===== src/rtl/oled_init_seq.sv =====
module oled_init_seq #(
  parameter int RST_CYCLES  = 500,
  parameter int LUT_ENTRIES = 4,
  parameter logic [7:0] LUT_LO = 8'd31,
  parameter logic [7:0] LUT_HI = 8'd63
) (
  input  logic                     clk,
  input  logic                     rst_n,
  input  logic                     start,
  input  logic                     disp_on_req,
  input  logic                     disp_off_req,
  input  logic                     bright_req,
  input  logic [7:0]               bright_val,
  input  logic [7:0]               cfg_contrast,
  input  logic [7:0]               cfg_height,
  input  logic [7:0]               cfg_com_offset,
  input  logic [4:0]               cfg_clk_div,
  input  logic [3:0]               cfg_osc_freq,
  input  logic [3:0]               cfg_pre1,
  input  logic [3:0]               cfg_pre2,
  input  logic                     cfg_seg_remap,
  input  logic                     cfg_com_invert,
  input  logic                     cfg_area_color,
  input  logic                     cfg_low_power,
  input  logic                     cfg_com_seq,
  input  logic                     cfg_lr_remap,
  input  logic [7:0]               cfg_vcomh,
  input  logic                     cfg_pump_need,
  input  logic                     cfg_lut_en,
  input  logic [8*LUT_ENTRIES-1:0] cfg_lut,
  output logic                     panel_rst,
  output logic                     tx_valid,
  output logic [7:0]               tx_ctrl,
  output logic [7:0]               tx_byte,
  input  logic                     tx_ready,
  output logic                     busy,
  output logic                     done,
  output logic                     lut_warn
);

  localparam int INIT_LEN = 23 + LUT_ENTRIES;
  localparam int IW = $clog2(INIT_LEN);
  localparam int CW = $clog2(RST_CYCLES + 1);
  localparam int LW = (LUT_ENTRIES > 1) ? $clog2(LUT_ENTRIES) : 1;
  localparam logic [31:0] LUT_BASE = 32'd21;
  localparam logic [31:0] TAIL0 = 32'(21 + LUT_ENTRIES);
  localparam logic [31:0] TAIL1 = 32'(22 + LUT_ENTRIES);
  localparam logic [7:0] CMD_TAG = 8'h80;

  typedef enum logic [1:0] {M_IDLE, M_RST, M_WAIT, M_RUN} mode_t;
  typedef enum logic [1:0] {K_INIT, K_ON, K_OFF, K_BRIGHT} kind_t;

  mode_t mode;
  kind_t kind;
  logic [IW-1:0] idx;
  logic [CW-1:0] cnt;
  logic [7:0] bright_q;
  logic [7:0] lut_arr [LUT_ENTRIES];
  logic [31:0] s;
  logic [LW-1:0] lut_pos;
  logic in_lut, cur_skip, cur_last;
  logic [7:0] cur_byte;
  logic [3:0] div_m1;
  logic [7:0] mode_arg;

  for (genvar i = 0; i < LUT_ENTRIES; i++) begin : g_lut
    assign lut_arr[i] = cfg_lut[8*i +: 8];
  end

  assign s        = 32'(idx);
  assign in_lut   = (s >= LUT_BASE) && (s < TAIL0);
  assign lut_pos  = in_lut ? LW'(s - LUT_BASE) : '0;
  assign div_m1   = 4'(cfg_clk_div - 5'd1);
  assign mode_arg = (cfg_area_color ? 8'h1E : 8'h00) | (cfg_low_power ? 8'h05 : 8'h00);

  always_comb begin
    cur_byte = 8'h00;
    cur_skip = 1'b0;
    cur_last = 1'b0;
    unique case (kind)
      K_ON:  begin cur_byte = 8'hAF; cur_last = 1'b1; end
      K_OFF: begin cur_byte = 8'hAE; cur_last = 1'b1; end
      K_BRIGHT: begin
        cur_byte = (s == 32'd0) ? 8'h81 : bright_q;
        cur_last = (s != 32'd0);
      end
      default: begin
        case (s)
          32'd0:  cur_byte = 8'h81;
          32'd1:  cur_byte = cfg_contrast;
          32'd2:  begin cur_byte = 8'hA1; cur_skip = !cfg_seg_remap; end
          32'd3:  cur_byte = 8'hC0 | {5'b0, cfg_com_invert, 2'b00};
          32'd4:  cur_byte = 8'hA8;
          32'd5:  cur_byte = cfg_height - 8'd1;
          32'd6:  cur_byte = 8'hD3;
          32'd7:  cur_byte = cfg_com_offset;
          32'd8:  cur_byte = 8'hD5;
          32'd9:  cur_byte = {cfg_osc_freq, div_m1};
          32'd10: begin cur_byte = 8'hD8; cur_skip = !(cfg_area_color || cfg_low_power); end
          32'd11: begin cur_byte = mode_arg; cur_skip = !(cfg_area_color || cfg_low_power); end
          32'd12: cur_byte = 8'hD9;
          32'd13: cur_byte = {cfg_pre2, cfg_pre1};
          32'd14: cur_byte = 8'hDA;
          32'd15: cur_byte = {2'b00, cfg_lr_remap, !cfg_com_seq, 4'b0010};
          32'd16: cur_byte = 8'hDB;
          32'd17: cur_byte = cfg_vcomh;
          32'd18: cur_byte = 8'h8D;
          32'd19: cur_byte = {5'b00010, cfg_pump_need, 2'b00};
          32'd20: begin cur_byte = 8'h91; cur_skip = !cfg_lut_en; end
          default: begin
            if (in_lut) begin
              cur_byte = lut_arr[lut_pos];
              cur_skip = !cfg_lut_en;
            end else if (s == TAIL0) begin
              cur_byte = 8'h20;
            end else begin
              cur_byte = 8'h00;
              cur_last = (s == TAIL1);
            end
          end
        endcase
      end
    endcase
  end

  assign tx_valid = (mode == M_RUN) && !cur_skip;
  assign tx_ctrl  = CMD_TAG;
  assign tx_byte  = cur_byte;
  assign busy     = (mode != M_IDLE);

  always_ff @(posedge clk) begin
    if (!rst_n) begin
      mode      <= M_IDLE;
      kind      <= K_INIT;
      idx       <= '0;
      cnt       <= '0;
      bright_q  <= 8'd127;
      panel_rst <= 1'b0;
      done      <= 1'b0;
      lut_warn  <= 1'b0;
    end else begin
      done <= 1'b0;
      case (mode)
        M_IDLE: begin
          idx <= '0;
          cnt <= '0;
          if (start) begin
            kind      <= K_INIT;
            mode      <= M_RST;
            panel_rst <= 1'b1;
            lut_warn  <= 1'b0;
          end else if (disp_off_req) begin
            kind <= K_OFF;
            mode <= M_RUN;
          end else if (disp_on_req) begin
            kind <= K_ON;
            mode <= M_RUN;
          end else if (bright_req) begin
            kind     <= K_BRIGHT;
            bright_q <= bright_val;
            mode     <= M_RUN;
          end
        end
        M_RST: begin
          if (cnt == CW'(RST_CYCLES - 1)) begin
            cnt       <= '0;
            panel_rst <= 1'b0;
            mode      <= M_WAIT;
          end else begin
            cnt <= cnt + 1'b1;
          end
        end
        M_WAIT: begin
          if (cnt == CW'(RST_CYCLES - 1)) begin
            cnt  <= '0;
            mode <= M_RUN;
          end else begin
            cnt <= cnt + 1'b1;
          end
        end
        default: begin
          if (tx_valid && tx_ready && kind == K_INIT && in_lut &&
              (cur_byte < LUT_LO || cur_byte > LUT_HI))
            lut_warn <= 1'b1;
          if ((tx_valid && tx_ready) || cur_skip) begin
            if (cur_last) begin
              mode <= M_IDLE;
              done <= 1'b1;
            end else begin
              idx <= idx + 1'b1;
            end
          end
        end
      endcase
    end
  end

endmodule



===== config.mk =====
export PLATFORM = sky130hd
export DESIGN_NAME = oled_init_seq
export DESIGN_NICKNAME = d
export VERILOG_FILES = /design/src/rtl/oled_init_seq.sv
export SDC_FILE = /design/constraint.sdc
export NUM_CORES = 1
export LEC_CHECK = 0
export ABC_AREA = 1
export BUFFER_PORTS_ARGS = -buffer_cell sky130_fd_sc_hd__buf_2
export CORE_MARGIN = 4
export CORE_UTILIZATION = 48
export DETAILED_ROUTE_END_ITERATION = 8
export PLACE_DENSITY = 0.78
export SLEW_MARGIN = 5
export SYNTH_ARGS = -nofsm -noshare
export SYNTH_HDL_FRONTEND = slang
export SYNTH_SLANG_ARGS = --single-unit

===== constraint.sdc =====
create_clock -name clk -period 4.9 [get_ports clk]
set_input_delay 0 -clock clk [delete_from_list [all_inputs] [get_ports clk]]
set_output_delay 0 -clock clk [all_outputs]
set_load 0.03 [all_outputs]

==> results.txt <==
Drt drc - 0
CTS H-tree lvls - 2
Initial Util - 50.0%
Post-route clock period utilization - 60.2%
Post-Syn Area - 3450 µm²
Critical Path AT - 3.12 ns
Fillers - 676
P_leak - 2.27 nW
Worst skew pair latency - 0.28 ns
Sequential area share after synthesis - 16.8%
Core Area - 6910 µm²
First-pass GRT wire length - 16.6 mm
Post-synthesis mux area share - 0%
CP Capture Type - flip-flop
Placed Area - 4040 µm²
Critical Path RT - 5.07 ns
Peak ir drop on the vdd network - 0.000303 V
Largest net degree at the start of global routing - 17
Synth top area share - 16.8%
Routability cong. - 0.903
Actual slew at the worst max-slew pin - 0.796 ns
Critical Path Slowest Stage Cell - dfxtp_1
Post-synthesis simple-gate area fraction - 46.3%
Setup-failing EPs final - 0
Initial antenna violation count - 0
Layer with the highest usage - met2
Reg2reg setup slack - 1.95 ns
Congestion Overflow GR - 0
Post-synth EDFFs - 0
Critical path's most frequent cell - nand2_1
Post-synthesis cell count - 568
Biggest area consumer among synthesized cells - dfxtp_1
Synth cell types - 50
Clk root buf - clkbuf_8
Final instance area - 4190 µm²
Register area - 581 µm²
Clock Pin Slew Worst Setup and Hold Paths - 0.06 ns
Chip width - 92.8 µm
Num CTS Buffers - 5
GRT met2 Usage - 38.6%
Layout cells sized above 1 - 25.6%
Max-cap viol count - 0
Yosys Warn Count - 0
Largest family of logic cells by synthesized area - simple AND/OR/NAND/NOR gates
CTS tree - done
Crit path launch type - flip-flop
Post-DP HPWL - 8.30 mm
Drt first-iter violations - 302
ANT cells - 0
IO buf count - 115
Total track usage - 23.2%
Post-synthesis adder-cell area fraction - 6.52%
DRT Wirelength - 10.3 mm
Met3 Use GR - 4.47%
GR Util met1 - 31.1%
CP peak stage delay - 0.50 ns
Unrepaired setup endpoints after global routing - no
Async SR Flop Fraction - 0%
Multi-input gate area - 2410 µm²
Post-route ant nets - 0
Setup WS post-layout - 1.95 ns
Die height - 92.8 µm
Pre-CTS WS - 2.01 ns
I/O pins - 125
Ranking of synthesized cells by area - dfxtp_1, nand2_1, inv_1
Final min period - 2.95 ns
Final Hold Fails - 0
Yosys reg bits - 29
Via count - 3998
Fmax - 339 MHz
Cells along the critical path - inv_1, ha_1, nand2_1, nor2_1, nor2_1, nand3_1, nor2_2, nand2_4, nor2_8, nand2_1, nand2_1, nand2_1, nor2_1, nand3_1, nand2_1, nand2_1, nand2_1, a21oi_1
Status - finished, final reports clean
Mean post-synth cell area - 6.08 µm²
Drt pass-1 iters - 5
Slew headroom - 46.9%
Top_reg_cell synth - dfxtp_1
Nets - 806
Vias in the first global route - 3706
Setup TNS Final - 0 ns
Pwr dens - 253 nW/µm²
Critical path class - reg -> reg
Final Skew - 0.00606 ns
Routed vias/inst - 5.13
Clk buf depth - 2
Slew Viols, Final - 0
Crit Path Max Fanout - 16
XOR/XNOR Fraction of Synth Area - 2.03%
Synth Area in Compound Gates - 14.1%
Fin Hold WS - 0.0136 ns
Pwr Total - 1.06 mW
Clock Sinks - 29
FP Rows - 30
Wire per inst - 13.2 µm
Layout area overhead - 21.4%
Die area - 8620 µm²
Hold Path Class - in -> reg
-- final cells by class --
class,instances,share of cell area (%)
inverters,90,8.30
multi-input cells,436,57.5
repair buffers,122,15.4
flip-flops and latches,29,13.9
clock buffers,7,2.06
well taps,96,2.87
-- logic make-up (layout without fill, tap and decap cells) --
group           count (synthesis)  after routing
xor+xnor                        8              8
other cells                     2              8
buf+inv                       109            219
compound gates                 77             77
flops                          29             29
simple gates                  325            325
fa+ha+maj                      18             18
-- flip-flops by register name, indices dropped and copies added, names as in the netlist --
register	cells
bright_q	8
idx	5
done	1
kind	2
mode	2
cnt	9
lut_warn	1
panel_rst	1
-- synthesized netlist by cell type (3+ instances only) --
library cell / instances
nor3_1: 14
a21oi_1: 26
xor2_1: 7
nor4_1: 4
nor2_2: 9
o21ai_0: 21
nand2_1: 127
o21ai_1: 7
buf_2: 4
nand3_1: 43
nor2_4: 5
nand2_4: 9
inv_1: 80
ha_1: 18
inv_2: 5
nor2_1: 74
buf_4: 8
clkbuf_1: 3
nand2_2: 7
nand3b_1: 3
o211ai_1: 8
dfxtp_1: 29
nand4_1: 19
buf_6: 4
-- layer usage --
metal,vias up,wire length (µm)
met4,0,104
met5,-,0
met1,1776,4550
met2,162,4760
met3,14,872
li1,2046,-
-- cell usage in the layout (no fill, tap or decap), types with 8 or more instances in the layout --
cell,count
o211ai_1,8
conb_1,8
nand2_4,9
inv_1,80
a21oi_1,26
nor2_2,9
o21ai_0,21
nor3_1,14
ha_1,18
nand4_1,19
nor2_1,74
nand2_1,127
dfxtp_1,29
buf_2,115
nand3_1,43
-- through the flow --
| step | utilization, % | instances |
|---|---|---|
| after detailed placement | 58.4 | 766 |
| after CTS | 60.7 | 780 |
| final | 60.7 | 780 |
| after global placement | 58.4 | 766 |
| after floorplan | - | 574 |
| after global routing | 60.7 | 780 |
-- timing repair --
| item | CTS | global route |
|---|---|---|
| resized for setup | 0 | 0 |
| hold buffers | 7 | 0 |
| setup buffers | 0 | 0 |
| setup endpoints to repair | 0 | 0 |
| hold endpoints to repair | 7 | 0 |
-- power breakdown --
group          total (mW)  leakage [nW]  switching [mW]  internal [mW]
Clock               0.196        0.0443          0.0851          0.111
Sequential          0.280         0.236          0.0210          0.259
Combinational       0.585          1.99           0.396          0.189
Total                1.06          2.27           0.502          0.559
-- critical path, delay by kind of cell (launching register included) --
| family | cells | cell delay [ns] |
|---|---|---|
| AOI/OAI and AO/OA | 1 | 0.06 |
| adders and majority gates | 1 | 0.36 |
| buffers and inverters | 1 | 0.34 |
| DFF | 1 | 0.50 |
| and+or+nand+nor | 15 | 1.56 |
-- worst paths after layout --
| path | from | to | depth (start not counted) |
|---|---|---|---|
| max | idx[0] | lut_warn | 18 |
| min reg2reg | lut_warn | lut_warn | 2 |
| max reg2reg | idx[0] | lut_warn | 18 |
| min | rst_n | bright_q[3] | 2 |
Power figures use the tool's default switching activity.
